## src/rtl/whash_pkg.sv

```systemverilog
package whash_pkg;

  // Phase of the hash engine
  typedef enum logic [1:0] {
    PH_ABSORB = 2'd0,
    PH_BLANK  = 2'd1,
    PH_EMIT   = 2'd2
  } phase_e;

  // Small rounds per full round
  localparam int unsigned STEPS_PER_ROUND = 8;

endpackage

```

## src/rtl/whash_step.sv

```systemverilog
// One small round computed on fixed taps of the shifted state.
module whash_step #(
  parameter int unsigned W = 32
) (
  input  logic [W-1:0] tap_prev,  // x[r-1]
  input  logic [W-1:0] tap_cur,   // x[r]
  input  logic [W-1:0] tap_next,  // x[r+1]
  input  logic [W-1:0] tap_far,   // x[H/2+r]
  input  logic [W-1:0] acc,       // feedback word
  input  logic [W-1:0] cnt,       // round count
  input  logic [W-1:0] din,       // input word
  output logic [W-1:0] cur_new,
  output logic [W-1:0] acc_new
);

  localparam int unsigned ROT = W / 4;

  logic [W-1:0] mix;
  logic [W-1:0] rot;
  logic [W-1:0] fval;

  always_comb begin
    mix     = {tap_prev[W-2:0], 1'b0} ^ tap_next ^ acc ^ cnt;
    rot     = (mix >> ROT) | (mix << (W - ROT));
    fval    = rot + (rot << 3);
    cur_new = tap_cur ^ fval;
    acc_new = acc ^ fval ^ din ^ tap_far;
  end

endmodule

```

## src/rtl/whash_state.sv

```systemverilog
// State words held in shifted order: slot k holds x[(r-1+k) mod H].
module whash_state #(
  parameter int unsigned W = 32,
  parameter int unsigned H = 16
) (
  input  logic         clk,
  input  logic         rst_n,
  input  logic         adv,
  input  logic         clr,
  input  logic [W-1:0] new_cur,
  input  logic [W-1:0] new_acc,
  output logic [W-1:0] tap_prev,
  output logic [W-1:0] tap_cur,
  output logic [W-1:0] tap_next,
  output logic [W-1:0] tap_far,
  output logic [W-1:0] acc,
  output logic [W-1:0] cnt
);

  localparam int unsigned FAR = H / 2 + 1;

  logic [H-1:0][W-1:0] sh_q, sh_d, sh_shift;
  logic [W-1:0]        acc_q, acc_d;
  logic [W-1:0]        cnt_q, cnt_d;

  // Shifted image after one small round
  for (genvar k = 0; k < H; k++) begin : g_sh
    if (k == 0) begin : g_first
      assign sh_shift[k] = new_cur;
    end else if (k == H - 1) begin : g_wrap
      assign sh_shift[k] = sh_q[0];
    end else begin : g_mid
      assign sh_shift[k] = sh_q[k+1];
    end
  end

  always_comb begin
    sh_d  = sh_q;
    acc_d = acc_q;
    cnt_d = cnt_q;
    if (clr) begin
      sh_d  = '0;
      acc_d = '0;
      cnt_d = W'(1);
    end else if (adv) begin
      sh_d  = sh_shift;
      acc_d = new_acc;
      cnt_d = cnt_q + W'(1);
    end
  end

  always_ff @(posedge clk or negedge rst_n) begin
    if (!rst_n) begin
      sh_q  <= '0;
      acc_q <= '0;
      cnt_q <= W'(1);
    end else if (adv || clr) begin
      sh_q  <= sh_d;
      acc_q <= acc_d;
      cnt_q <= cnt_d;
    end
  end

  assign tap_prev = sh_q[0];
  assign tap_cur  = sh_q[1];
  assign tap_next = sh_q[2];
  assign tap_far  = sh_q[FAR];
  assign acc      = acc_q;
  assign cnt      = cnt_q;

  AST_CNT_STEP: assert property (@(posedge clk) disable iff (!rst_n)
    (adv && !clr) |=> (cnt_q == $past(cnt_q) + W'(1))) else $error("count step");

  AST_CNT_HOLD: assert property (@(posedge clk) disable iff (!rst_n)
    (!adv && !clr) |=> $stable(cnt_q) && $stable(acc_q)) else $error("idle hold");

endmodule

```

## src/rtl/whash_ctrl.sv

```systemverilog
// Phase sequencing, small-round counting and input/output handshake.
module whash_ctrl
  import whash_pkg::*;
#(
  parameter int unsigned H = 16
) (
  input  logic clk,
  input  logic rst_n,
  input  logic in_valid,
  input  logic in_last,
  output logic in_ready,
  output logic take,
  output logic adv,
  output logic zero_in,
  output logic emit_now,
  output logic clr,
  output logic out_valid,
  output logic out_last
);

  localparam int unsigned SUB   = STEPS_PER_ROUND;
  localparam int unsigned SUB_W = $clog2(SUB);
  localparam int unsigned HALF  = H / 2;
  localparam int unsigned RW    = $clog2(H);

  phase_e            phase_q, phase_d;
  logic              busy_q, busy_d;
  logic [SUB_W-1:0]  sub_q, sub_d;
  logic [RW-1:0]     rnd_q, rnd_d;
  logic              last_q, last_d;
  logic              ov_q, ol_q;
  logic              rend;

  always_comb begin
    in_ready = (phase_q == PH_ABSORB) && !busy_q;
    take     = in_valid && in_ready;
    adv      = take || busy_q;
    zero_in  = (phase_q != PH_ABSORB);
    rend     = adv && (sub_q == SUB_W'(SUB - 1));
    emit_now = rend && (phase_q == PH_EMIT);
    clr      = emit_now && (rnd_q == RW'(HALF - 1));
  end

  always_comb begin
    phase_d = phase_q;
    busy_d  = busy_q;
    rnd_d   = rnd_q;
    last_d  = last_q;
    sub_d   = sub_q;
    if (adv) begin
      sub_d = rend ? '0 : sub_q + SUB_W'(1);
    end
    if (take) begin
      busy_d = 1'b1;
      last_d = in_last;
    end
    if (rend) begin
      unique case (phase_q)
        PH_ABSORB: begin
          if (last_q) begin
            phase_d = PH_BLANK;
            rnd_d   = '0;
          end else begin
            busy_d = 1'b0;
          end
        end
        PH_BLANK: begin
          if (rnd_q == RW'(H - 1)) begin
            phase_d = PH_EMIT;
            rnd_d   = '0;
          end else begin
            rnd_d = rnd_q + RW'(1);
          end
        end
        PH_EMIT: begin
          if (rnd_q == RW'(HALF - 1)) begin
            phase_d = PH_ABSORB;
            busy_d  = 1'b0;
            last_d  = 1'b0;
            rnd_d   = '0;
          end else begin
            rnd_d = rnd_q + RW'(1);
          end
        end
        default: phase_d = PH_ABSORB;
      endcase
    end
  end

  always_ff @(posedge clk or negedge rst_n) begin
    if (!rst_n) begin
      phase_q <= PH_ABSORB;
      busy_q  <= 1'b0;
      sub_q   <= '0;
      rnd_q   <= '0;
      last_q  <= 1'b0;
    end else if (adv) begin
      phase_q <= phase_d;
      busy_q  <= busy_d;
      sub_q   <= sub_d;
      rnd_q   <= rnd_d;
      last_q  <= last_d;
    end
  end

  always_ff @(posedge clk or negedge rst_n) begin
    if (!rst_n) begin
      ov_q <= 1'b0;
      ol_q <= 1'b0;
    end else begin
      ov_q <= emit_now;
      ol_q <= clr;
    end
  end

  assign out_valid = ov_q;
  assign out_last  = ol_q;

  AST_TAKE_BLOCKS: assert property (@(posedge clk) disable iff (!rst_n)
    take |=> !in_ready) else $error("ready after take");

  AST_EMIT_PULSE: assert property (@(posedge clk) disable iff (!rst_n)
    ov_q |=> !ov_q) else $error("emit pulse length");

  AST_QUIET_OUTPUT: assert property (@(posedge clk) disable iff (!rst_n)
    (ov_q && !ol_q) |-> !in_ready) else $error("ready during output");

  AST_LAST_WITH_VALID: assert property (@(posedge clk) disable iff (!rst_n)
    ol_q |-> ov_q) else $error("last without valid");

endmodule

```

## src/rtl/whash_core.sv

```systemverilog
module whash_core #(
  parameter int unsigned W = 32,
  parameter int unsigned H = 16
) (
  input  logic         clk,
  input  logic         rst_n,
  input  logic         in_valid,
  input  logic         in_last,
  input  logic [W-1:0] in_word,
  output logic         in_ready,
  output logic         out_valid,
  output logic         out_last,
  output logic [W-1:0] out_word
);

  // Reset synchronizer: asserts at once, releases on the clock
  logic [1:0] rsync_q;
  logic       rst_s_n;

  always_ff @(posedge clk or negedge rst_n) begin
    if (!rst_n) begin
      rsync_q <= 2'b00;
    end else begin
      rsync_q <= {rsync_q[0], 1'b1};
    end
  end
  assign rst_s_n = rsync_q[1];

  logic         take, adv, zero_in, emit_now, clr;
  logic [W-1:0] hold_q, hold_d;
  logic [W-1:0] din;
  logic [W-1:0] dig_q, dig_d;
  logic [W-1:0] tap_prev, tap_cur, tap_next, tap_far, acc, cnt;
  logic [W-1:0] cur_new, acc_new;

  whash_ctrl #(.H(H)) u_ctrl (
    .clk      (clk),
    .rst_n    (rst_s_n),
    .in_valid (in_valid),
    .in_last  (in_last),
    .in_ready (in_ready),
    .take     (take),
    .adv      (adv),
    .zero_in  (zero_in),
    .emit_now (emit_now),
    .clr      (clr),
    .out_valid(out_valid),
    .out_last (out_last)
  );

  // Word under absorption: live on the taking edge, held afterwards
  always_comb begin
    hold_d = take ? in_word : hold_q;
    if (take) begin
      din = in_word;
    end else if (zero_in) begin
      din = '0;
    end else begin
      din = hold_q;
    end
    dig_d = emit_now ? acc_new : dig_q;
  end

  always_ff @(posedge clk or negedge rst_s_n) begin
    if (!rst_s_n) begin
      hold_q <= '0;
    end else if (take) begin
      hold_q <= hold_d;
    end
  end

  always_ff @(posedge clk or negedge rst_s_n) begin
    if (!rst_s_n) begin
      dig_q <= '0;
    end else if (emit_now) begin
      dig_q <= dig_d;
    end
  end

  whash_step #(.W(W)) u_step (
    .tap_prev(tap_prev),
    .tap_cur (tap_cur),
    .tap_next(tap_next),
    .tap_far (tap_far),
    .acc     (acc),
    .cnt     (cnt),
    .din     (din),
    .cur_new (cur_new),
    .acc_new (acc_new)
  );

  whash_state #(.W(W), .H(H)) u_state (
    .clk     (clk),
    .rst_n   (rst_s_n),
    .adv     (adv),
    .clr     (clr),
    .new_cur (cur_new),
    .new_acc (acc_new),
    .tap_prev(tap_prev),
    .tap_cur (tap_cur),
    .tap_next(tap_next),
    .tap_far (tap_far),
    .acc     (acc),
    .cnt     (cnt)
  );

  assign out_word = dig_q;

  AST_RESTART_CLEAN: assert property (@(posedge clk) disable iff (!rst_s_n)
    out_last |-> (cnt == W'(1) && acc == '0 && in_ready)) else $error("restart state");

  AST_NO_TAKE_WHILE_OUT: assert property (@(posedge clk) disable iff (!rst_s_n)
    emit_now |-> !take) else $error("take during emit");

endmodule

```

## config.mk

```make
export PLATFORM = sky130hd
export DESIGN_NAME = whash_core
export DESIGN_NICKNAME = d
export VERILOG_FILES = /design/src/rtl/whash_pkg.sv /design/src/rtl/whash_step.sv /design/src/rtl/whash_state.sv /design/src/rtl/whash_ctrl.sv /design/src/rtl/whash_core.sv
export SDC_FILE = /design/constraint.sdc
export NUM_CORES = 1
export LEC_CHECK = 0
export ABC_AREA = 1
export BUFFER_PORTS_ARGS = -buffer_cell sky130_fd_sc_hd__buf_2
export CAP_MARGIN = 5
export CELL_PAD_IN_SITES_DETAIL_PLACEMENT = 0
export CELL_PAD_IN_SITES_GLOBAL_PLACEMENT = 2
export CORE_MARGIN = 3
export CORE_UTILIZATION = 36
export CTS_CLUSTER_SIZE = 25
export DETAILED_ROUTE_END_ITERATION = 8
export GPL_ROUTABILITY_DRIVEN = 0
export PLACE_DENSITY_LB_ADDON = 0.1
export SYNTH_ARGS = -nofsm -noshare
export SYNTH_HDL_FRONTEND = slang
export SYNTH_SLANG_ARGS = --single-unit
```

## constraint.sdc

```tcl
create_clock -name clk -period 18 [get_ports clk]
set_input_delay 1.8 -clock clk [delete_from_list [all_inputs] [get_ports clk]]
set_output_delay 1.8 -clock clk [all_outputs]
set_load 0.005 [all_outputs]
```

# == After elaboration in Yosys (flattened, before gate mapping) ==
# Index checks and enable logic that the tools add are counted.
# totals
output_inout_bits,35
in_bits,36
reg_bits,655
# op_classes
add_sub_neg,4
n_reduce_logical,15
muxes,26
eq_ne,8
n_bitwise,8
# ops
op,n
$mux 512,2
$xor 32x32->32,7
$mux 32,6
$add 32x1->32 const B,1
$add 32x32->32,1
$or 24x32->32,1
$mux 4,3
$pmux 4 s3,1
$mux 1,8
$mux 2,3
$pmux 2 s3,1
$logic_and 1x1->1,5
$reduce_and 5->1,1
$add 4x1->4 const B,1
$eq 4x3->1 const B,1
$eq 4x4->1 const B,1
$ne 2x1->1 const B,2
$reduce_and 4->1,1
$reduce_bool 2->1,2
$add 3x1->3 const B,1
$eq 3x3->1 const B,1
$mux 3,1
$reduce_bool 3->1,1
$eq 2x1->1 const B,1
other kinds (7),8

# == Longest topological paths before layout ==
# Gate-level depths: netlist (run 1).
# depth
depth_word,10
depth_mapped,23
depth_no_buf,23

# == Modules after synthesis ==
# Synthesis (run 1) repeated with hierarchy kept, for this count alone.
# hier_totals
cells_unflattened,3442
hier_area_um2,30914.6
# modules_own_cells
module,area_per_inst_um2,cells_per_inst,instances,seq_area_each_um2
whash_state,22544.1,2225,1,14415.1
whash_step,4704.5,773,1,0.0
whash_core,2877.8,345,1,1651.6
whash_ctrl,788.3,99,1,325.3

# == Worst setup path after synthesis (run 1) ==
# OpenSTA, ideal clock, no wires.
# synth_timing
path_type,input to register
start,input in_valid
end,register u_state.cnt_q[26] (netlist: u_state.cnt[26])
t_arrival_ns,3.124
path_slack_ns,14.757
required_time_ns,17.881
cell_stages,14
setup_time_ns,0.119
cell_sequence,a21oi_2 -> clkinv_2 -> nand3_4 -> nor2_2 -> nand3_1 -> nor2_2 -> nand2_1 -> nor2_2 -> nand2_1 -> nor2_2 -> nand3_1 -> nor2_1 -> nor2_1 -> o21a_1
# synth_between
elab_chain_len,7
word_cells_on_any_way,9
classes_between,mux: 1; reduce/logical: 8
# synth_lines
item,line,text
"start, declared",whash_core.sv:7,"input logic in_valid,"
$logic_and 1x1->1 (*),whash_ctrl.sv:36,take = in_valid && in_ready;
$logic_or 1x1->1 (*),whash_ctrl.sv:37,adv = take || busy_q;
$logic_and 1x1->1,whash_ctrl.sv:39,rend = adv && (sub_q == SUB_W'(SUB - 1));
$logic_and 1x1->1,whash_ctrl.sv:40,emit_now = rend && (phase_q == PH_EMIT);
$logic_and 1x1->1,whash_ctrl.sv:41,clr = emit_now && (rnd_q == RW'(HALF - 1));
$reduce_bool 2->1 (no source line) / $logic_or 1x1->1 (equally long branches),n/a,
$reduce_and 2->1 (no source line),n/a,
"end signal, assigned",whash_state.sv:60,cnt_q <= cnt_d;
"end, declared",whash_state.sv:24,"logic [W-1:0] cnt_q, cnt_d;"
# Mark *: on every way between the ends. The rest lies on a longest branch, timed or not.
# A chain may end at the register's enable or synchronous reset.

# == Worst setup path after layout (run 1) ==
# layout_timing
start,input in_valid
end,register u_state.sh_q[216] (netlist bit)
# layout_between
elab_chain_len,7
word_cells_on_any_way,9
classes_between,mux: 1; reduce/logical: 8
# layout_lines
item,line,text
$logic_and 1x1->1 (*),whash_ctrl.sv:36,
$logic_or 1x1->1 (*),whash_ctrl.sv:37,
$logic_and 1x1->1,whash_ctrl.sv:39,
$logic_and 1x1->1,whash_ctrl.sv:40,
$logic_and 1x1->1,whash_ctrl.sv:41,
$reduce_bool 2->1 (no source line) / $logic_or 1x1->1 (equally long branches),n/a,
$reduce_and 2->1 (no source line),n/a,
"end signal, assigned",whash_state.sv:54,sh_q <= '0;
"end signal, assigned",whash_state.sv:58,sh_q <= sh_d;
"end, declared",whash_state.sv:22,"logic [H-1:0][W-1:0] sh_q, sh_d, sh_shift;"
# Marked as above.

==> summary.json, run 1 <==
{
  "seqCellArea": {"value": 0.0164, "unit": "mm²"},
  "maxSlewHeadroom": {"value": 23.5, "unit": "%"},
  "place.port_buffers": {"value": 70},
  "yosys.area_share.xor_xnor": {"value": 5.12, "unit": "%"},
  "hold_slack": {"value": 0.271, "unit": "ns"},
  "design.final.nets": {"value": 3235},
  "synth-seq-area-share": {"value": 56.2, "unit": "%"},
  "run_status": {"value": "finished clean"},
  "die-area": {"value": 0.0844, "unit": "mm²"},
  "critical-path-slowest-cell": {"value": "sky130_fd_sc_hd__buf_4"},
  "cap_viol_max_count": {"value": 0},
  "syn_area": {"value": 0.0292, "unit": "mm²"},
  "grt_pass1_wl": {"value": 121000, "unit": "µm"},
  "vias_per_inst": {"value": 4.88},
  "min-delay-path-class": {"value": "reg2async"},
  "synth.ff_latch_count": {"value": 655},
  "final.min_clock_period": {"value": 7.49, "unit": "ns"},
  "yosys_most_used_dff": {"value": "sky130_fd_sc_hd__dfrtp_1"},
  "worst-path-max-fanout": {"value": 122},
  "placement_rows": {"value": 103},
  "synthesis.nets": {"value": 3209},
  "biggest_cell_delay_along_the_critical_path": {"value": 0.97, "unit": "ns"},
  "numPlacedInstances": {"value": 4139},
  "final.fill_count": {"value": 7976},
  "syn_inst": {"value": 3138},
  "clock_path_buffers": {"value": 3},
  "io_pins": {"value": 71},
  "drv_slew": {"value": 0},
  "grt_remaining_overflow": {"value": 0},
  "syn_area_per_cell": {"value": 9.29, "unit": "µm²"},
  "synth_enable_flop_cells": {"value": 0},
  "grt_pass1_vias": {"value": 20600},
  "layout.core_utilization": {"value": 41.2, "unit": "%"},
  "global_route.usage.total": {"value": 18.0, "unit": "%"},
  "cts-resized-gates": {"value": 0},
  "worst-slew-pin-transition": {"value": 1.15, "unit": "ns"},
  "clk_pin_slew": {"value": 0.06, "unit": "ns"},
  "tritoncts_num_sinks": {"value": 655},
  "ctsRootBufferMaster": {"value": "sky130_fd_sc_hd__clkbuf_16"},
  "grt_setup_unrepaired": {"value": "no"},
  "antenna_found_initial": {"value": 1},
  "crit_family": {"value": "buffers and inverters"},
  "fmax": {"value": 0.133, "unit": "GHz"},
  "timing.critical_path.buf_inv": {"value": 9},
  "syn2layout_area_growth": {"value": 12.6, "unit": "%"},
  "timing.final.hold_violations": {"value": 0},
  "wl_per_cell": {"value": 17.9, "unit": "µm"},
  "setup.worst_path.end_class": {"value": "register"},
  "multi_input_comb_area": {"value": 0.00967, "unit": "mm²"},
  "post_synth_mux_area_share": {"value": 1.25, "unit": "%"},
  "synth-compound-area-share": {"value": 13.3, "unit": "%"},
  "postCtsSetupBuffers": {"value": 0},
  "worst_setup_path_start_kind": {"value": "input pin"},
  "ctsHoldBuffers": {"value": 0},
  "yosys_warnings": {"value": 0},
  "postRouteWirelength": {"value": 76200, "unit": "µm"},
  "dr_total_vias": {"value": 20800},
  "cts-htree-levels": {"value": 3},
  "fp.dieH": {"value": 291, "unit": "µm"},
  "cts_made_buffers": {"value": 73},
  "final_layout_size_suffix_gt1_share": {"value": 7.74, "unit": "%"},
  "dp_hpwl": {"value": 51400, "unit": "µm"},
  "worstSkewPairLatency": {"value": 0.61, "unit": "ns"},
  "stdcell_count": {"value": 4269},
  "final.period_utilization": {"value": 41.6, "unit": "%"},
  "initial_cell_density_of_the_core": {"value": 36.6, "unit": "%"},
  "firstDrtPassIters": {"value": 5},
  "floorplan.die.width": {"value": 291, "unit": "µm"},
  "netlist-cell-type-count": {"value": 53},
  "dominant_combinational_cell_family_by_area_after_synthesis": {"value": "compound AO/OA/AOI/OAI gates"},
  "critical_path_required": {"value": 18.42, "unit": "ns"},
  "detail-route-antenna-nets": {"value": 0},
  "crit_path_frequent_cell": {"value": "sky130_fd_sc_hd__buf_4"},
  "path_cells": {"value": "buf_2 -> a21oi_4 -> buf_4 -> nor2_1 -> inv_1 -> nor2_2 -> buf_4 -> inv_2 -> nor2_4 -> nor2_4 -> inv_8 -> buf_4 -> buf_4 -> buf_4 -> o22ai_1"},
  "setup_violations": {"value": 0},
  "core_area": {"value": 0.0796, "unit": "mm²"},
  "drc_errors": {"value": 0},
  "yosys.area_share.simple": {"value": 11.9, "unit": "%"},
  "cts_tree": {"value": "yes"},
  "timing.setup.tns": {"value": 0, "unit": "ns"},
  "synthAdderAreaFrac": {"value": 1.53, "unit": "%"},
  "timing.critical_path.arrival": {"value": 7.92, "unit": "ns"},
  "critPathKind": {"value": "in2reg"},
  "post_route_clock_skew": {"value": 0.0173, "unit": "ns"},
  "maximum_number_of_pins_on_one_net_before_global_route_repair": {"value": 228},
  "drt_iter0_markers": {"value": 1420},
  "ys_async_sr_fraction": {"value": 100, "unit": "%"}
}
registers in the layout (all words and copies together) (netlist names), 4 cells and up:
| name | flops |
|---|---|
| hold_q | 32 |
| u_state.tap_far | 32 |
| u_ctrl.rnd_q | 4 |
| u_state.acc | 32 |
| u_state.sh_q | 384 |
| u_state.cnt | 32 |
| u_state.tap_next | 32 |
| u_state.tap_prev | 32 |
| out_word | 32 |
| u_state.tap_cur | 32 |
stage by stage:
stage | worst slack, ns | cell area (µm²)
global placement | 9.97 | 30400
finish | 10.51 | 32800
CTS | 10.52 | 32800
detailed placement | 9.86 | 30400
floorplan | 7.35 | 29200
global route | 10.01 | 32800
synth_stat cells, types with 5 or more instances:
library cell | n | share of area, %
sky130_fd_sc_hd__inv_1 | 666 | 8.6
sky130_fd_sc_hd__dfrtp_1 | 654 | 56
sky130_fd_sc_hd__o22ai_1 | 473 | 10
sky130_fd_sc_hd__nand2_1 | 458 | 5.9
sky130_fd_sc_hd__nand3_1 | 147 | 2.5
sky130_fd_sc_hd__nor2_1 | 91 | 1.2
sky130_fd_sc_hd__o21ai_0 | 88 | 1.5
sky130_fd_sc_hd__xor2_1 | 84 | 2.5
sky130_fd_sc_hd__xnor2_1 | 81 | 2.4
sky130_fd_sc_hd__clkbuf_1 | 80 | 1.0
sky130_fd_sc_hd__a21oi_1 | 56 | 0.96
sky130_fd_sc_hd__buf_2 | 52 | 0.89
sky130_fd_sc_hd__ha_1 | 34 | 1.5
sky130_fd_sc_hd__and2_1 | 33 | 0.71
sky130_fd_sc_hd__nand4_1 | 26 | 0.56
sky130_fd_sc_hd__mux2_2 | 20 | 0.77
sky130_fd_sc_hd__nor3_1 | 13 | 0.22
sky130_fd_sc_hd__mux2_1 | 11 | 0.42
sky130_fd_sc_hd__nor2_2 | 8 | 0.17
sky130_fd_sc_hd__a211oi_1 | 6 | 0.15
sky130_fd_sc_hd__nand2_2 | 6 | 0.13
sky130_fd_sc_hd__nand3b_1 | 5 | 0.13
sky130_fd_sc_hd__o21ai_1 | 5 | 0.086
routing by layer:
metal  share of wire, %  track usage (%)  wire length (µm)
met1                 52             27.6             39600
met5                  0                0                 0
met2                 43             27.0             33100
met3                3.1             2.75              2350
met4                1.5             3.60              1140
path summary, 6_finish.rpt:
path                       cells past startpoint  slack (ns)                  end               from
max                                           15       10.51    u_state.sh_q[216]           in_valid
max reg2reg                                   16       11.10    u_state.sh_q[216]  u_ctrl.phase_q[0]
min in group clk                               0        0.35           rsync_q[1]         rsync_q[0]
max in group asynchronous                      3       14.73  u_state.tap_next[0]         rsync_q[1]
min reg2reg                                    0        0.27    u_state.sh_q[183]         rsync_q[1]
min                                            0        0.27    u_state.sh_q[183]         rsync_q[1]
area by class of cell:
type | count | area share [%]
Clock buffer | 109 | 6.57
Tap cell | 1050 | 4.00
Sequential cell | 655 | 50.0
Antenna cell | 1 | 0.00762
Clock inverter | 20 | 0.682
Timing Repair Buffer | 87 | 1.61
Multi-Input combinational cell | 1678 | 29.5
Inverter | 669 | 7.72
cell families (layout without fill, tap and decap cells):
logic type | count (synthesis) | in the layout
other | 1 | 2
flip-flops | 655 | 655
AO/OA/AOI/OAI | 644 | 644
adder cells (fa/ha/maj) | 35 | 35
multiplexers | 32 | 32
AND/OR/NAND/NOR | 798 | 798
XOR/XNOR | 168 | 168
buffers and inverters | 805 | 885
cells in the final DEF, fill, tap and decap left out, types with 76 or more instances in the layout:
cell / n
sky130_fd_sc_hd__inv_1: 665
sky130_fd_sc_hd__dfrtp_1: 653
sky130_fd_sc_hd__o22ai_1: 473
sky130_fd_sc_hd__nand2_1: 458
sky130_fd_sc_hd__nand3_1: 147
sky130_fd_sc_hd__nor2_1: 89
sky130_fd_sc_hd__o21ai_0: 88
sky130_fd_sc_hd__xor2_1: 84
sky130_fd_sc_hd__xnor2_1: 81
sky130_fd_sc_hd__clkbuf_16: 76
Power of run 1 is left out: the tool's default activity adds up to more than one toggle a clock period on the data nets, which glitch-free logic cannot reach.
==> run 2, diff against run 1 <==
--- a/config.mk
+++ b/config.mk
@@ -11,7 +11,7 @@
 export CELL_PAD_IN_SITES_DETAIL_PLACEMENT = 0
 export CELL_PAD_IN_SITES_GLOBAL_PLACEMENT = 2
 export CORE_MARGIN = 3
-export CORE_UTILIZATION = 36
+export CORE_UTILIZATION = 40
 export CTS_CLUSTER_SIZE = 25
 export DETAILED_ROUTE_END_ITERATION = 8
 export GPL_ROUTABILITY_DRIVEN = 0
==> constraint.sdc (replaced) <==
create_clock -name clk -period 7.3 [get_ports clk]
set_input_delay 0.73 -clock clk [delete_from_list [all_inputs] [get_ports clk]]
set_output_delay 0.73 -clock clk [all_outputs]
set_load 0.005 [all_outputs]
==> run 2 against run 1 <==
  * Final cell count fell by 2.2%
  * Die area shrank 9.8%
  * Global-route usage is 1.6 points higher
  * Clock skew is 0.0057 ns higher
  * Via count shrank 0.25%
  * Setup slack worse by 7.4 ns
  * Non-clock buffer count grew 6
  * First-iteration DRC count is 5.4% higher
  * Clock-buffer cell count decreased by 4
  * Routed wire length down 4.1%
  * Critical path type is now reg2reg
  * Critical endpoint is now u_state.tap_prev[8]
==> summary.json, run 2 (synthesis gave the netlist of run 1 again) <==
{
  "ctsRootBufferMaster": {"value": "sky130_fd_sc_hd__clkbuf_16"},
  "floorplan.die.width": {"value": 276, "unit": "µm"},
  "top_register": {"value": "u_state.sh_q"},
  "grt_pass1_wl": {"value": 116000, "unit": "µm"},
  "timing.critical_path.arrival": {"value": 4.67, "unit": "ns"},
  "global_route.usage.total": {"value": 19.6, "unit": "%"},
  "cts-htree-levels": {"value": 3},
  "final.min_clock_period": {"value": 4.22, "unit": "ns"},
  "clk_pin_slew": {"value": 0.06, "unit": "ns"},
  "worst-slew-pin-transition": {"value": 1.15, "unit": "ns"},
  "r2r.worst_path.cells": {"value": 12},
  "critPathKind": {"value": "reg2reg"},
  "timing.final.hold_violations": {"value": 0},
  "grt_use_met1": {"value": 30.0, "unit": "%"},
  "numPlacedInstances": {"value": 4044},
  "critical_path.reg2reg.startpoint": {"value": "u_ctrl.phase_q[0]"},
  "critical-path-slowest-cell": {"value": "sky130_fd_sc_hd__inv_8"},
  "critical_path_required": {"value": 7.75, "unit": "ns"},
  "maxSlewHeadroom": {"value": 23.1, "unit": "%"},
  "cts_made_buffers": {"value": 74},
  "fp.dieH": {"value": 276, "unit": "µm"},
  "fmax": {"value": 0.237, "unit": "GHz"},
  "post_route_clock_skew": {"value": 0.0230, "unit": "ns"},
  "cts-resized-gates": {"value": 0},
  "timing.setup.tns": {"value": 0, "unit": "ns"},
  "vias_per_inst": {"value": 4.97},
  "dr_total_vias": {"value": 20800},
  "final_layout_size_suffix_gt1_share": {"value": 8.03, "unit": "%"},
  "initial_cell_density_of_the_core": {"value": 40.6, "unit": "%"},
  "rrSetupSlack": {"value": 3.08, "unit": "ns"},
  "biggest_cell_delay_along_the_critical_path": {"value": 0.71, "unit": "ns"},
  "die-area": {"value": 0.0762, "unit": "mm²"},
  "antenna_found_initial": {"value": 0},
  "min-delay-path-class": {"value": "in2reg"},
  "placed_area": {"value": 0.0304, "unit": "mm²"},
  "layout.core_utilization": {"value": 45.7, "unit": "%"},
  "drc_errors": {"value": 0},
  "io_pins": {"value": 71},
  "place.port_buffers": {"value": 70},
  "syn2layout_area_growth": {"value": 12.6, "unit": "%"},
  "drv_slew": {"value": 0},
  "grt_setup_unrepaired": {"value": "no"},
  "holdPathEnd": {"value": "hold_q[26]"},
  "cap_viol_max_count": {"value": 0},
  "detail-route-antenna-nets": {"value": 0},
  "min_delay_src": {"value": "in_word[26]"},
  "setup_violations": {"value": 0},
  "path_cells": {"value": "inv_1 -> ha_1 -> a21oi_4 -> nor2_1 -> inv_1 -> nor2_2 -> inv_2 -> nor2_4 -> nor2_4 -> inv_8 -> buf_4 -> o32ai_1"},
  "post-route-cell-area": {"value": 0.0328, "unit": "mm²"},
  "wl_per_cell": {"value": 17.5, "unit": "µm"},
  "seqCellArea": {"value": 0.0164, "unit": "mm²"},
  "grt_busiest_layer": {"value": "met1"},
  "worst-path-max-fanout": {"value": 191},
  "tritoncts_num_sinks": {"value": 655},
  "stdcell_count": {"value": 4176},
  "antennaDiodeCount": {"value": 0},
  "grt_remaining_overflow": {"value": 0},
  "multi_input_comb_area": {"value": 0.00967, "unit": "mm²"},
  "worst_setup_path_start_kind": {"value": "register"},
  "gr-usage-met3": {"value": 2.87, "unit": "%"},
  "clock_path_buffers": {"value": 3},
  "postRouteWirelength": {"value": 73200, "unit": "µm"},
  "placement_rows": {"value": 98},
  "setup.worst_path.end_class": {"value": "register"},
  "final.fill_count": {"value": 7072},
  "core_area": {"value": 0.0719, "unit": "mm²"},
  "layout_common_cells": {"value": "665 x sky130_fd_sc_hd__inv_1, 653 x sky130_fd_sc_hd__dfrtp_1, 473 x sky130_fd_sc_hd__o22ai_1, 458 x sky130_fd_sc_hd__nand2_1, 147 x sky130_fd_sc_hd__nand3_1"},
  "worstSkewPairLatency": {"value": 0.61, "unit": "ns"},
  "worstReg2RegEnd": {"value": "u_state.tap_prev[8]"},
  "use_met2": {"value": 29.0, "unit": "%"},
  "worstHoldPathCells": {"value": 2},
  "final.period_utilization": {"value": 57.8, "unit": "%"},
  "design.final.nets": {"value": 3242},
  "grt_pass1_vias": {"value": 20500},
  "largest_reg_flops": {"value": 384},
  "maximum_number_of_pins_on_one_net_before_global_route_repair": {"value": 192},
  "cts_tree": {"value": "yes"},
  "run_status": {"value": "finished clean"},
  "layout_commonest_cell": {"value": "sky130_fd_sc_hd__inv_1"},
  "dp_hpwl": {"value": 50100, "unit": "µm"},
  "drt_iter0_markers": {"value": 1497},
  "firstDrtPassIters": {"value": 5}
}
[run 2: cell types whose count changed in the layout (fill, tap and decap cells not counted), sizes merged]
cell         previous run  this run
clkinv                 13        15
clkbuf                109       105
bufinv                  4         6
inv                   670       672
diode                   1         0
buf                    87        92
dlygate4sd3             0         1
[run 2: worst max-delay path by stage]
stage                            from                  end  slack, ns  cells after the start
floorplan                  rsync_q[1]            hold_q[0]       0.96                      0
global placement             in_valid  u_state.tap_prev[8]       3.00                     11
detailed placement           in_valid  u_state.tap_prev[8]       3.00                     11
CTS                 u_ctrl.phase_q[0]    u_state.sh_q[466]       3.12                     12
global route          u_ctrl.sub_q[0]  u_state.tap_prev[8]       2.74                     12
finish              u_ctrl.phase_q[0]  u_state.tap_prev[8]       3.08                     12
[run 2: final cells by class]
cell class / count / area share [%]
Timing Repair Buffer: 93 / 1.75
Clock buffer: 105 / 6.46
Clock inverter: 26 / 1.01
Tap cell: 950 / 3.62
Multi-Input combinational cell: 1678 / 29.5
Inverter: 669 / 7.73
Sequential cell: 655 / 50.0
[run 2: through the flow]
step,setup WS [ns],hold WS [ns]
after floorplan,0.962,0.331
after global placement,3.00,0.338
after detailed placement,3.00,0.343
after CTS,3.12,0.309
after global routing,2.74,0.346
final,3.08,0.349
[run 2: critical path, delay by kind of cell (launching register included)]
family                   cells  cell delay (ns)
AND/OR/NAND/NOR              4             1.01
flip-flops                   1             0.40
buffers and inverters        5             1.87
AO/OA/AOI/OAI                2             0.30
adder cells (fa/ha/maj)      1             0.22
[run 2: metal layers]
metal | part of all wire [%] | vias up
met4 | 1.9 | 0
li1 | - | 10300
met5 | 0 | -
met2 | 43 | 291
met1 | 51 | 10100
met3 | 3.6 | 73
[run 2: timing repair]
item / in CTS / in global routing
setup buffers: 0 / 0
hold buffers: 1 / 0
hold endpoints to repair: 2 / 0
Power of run 2 is left out for the same reason.
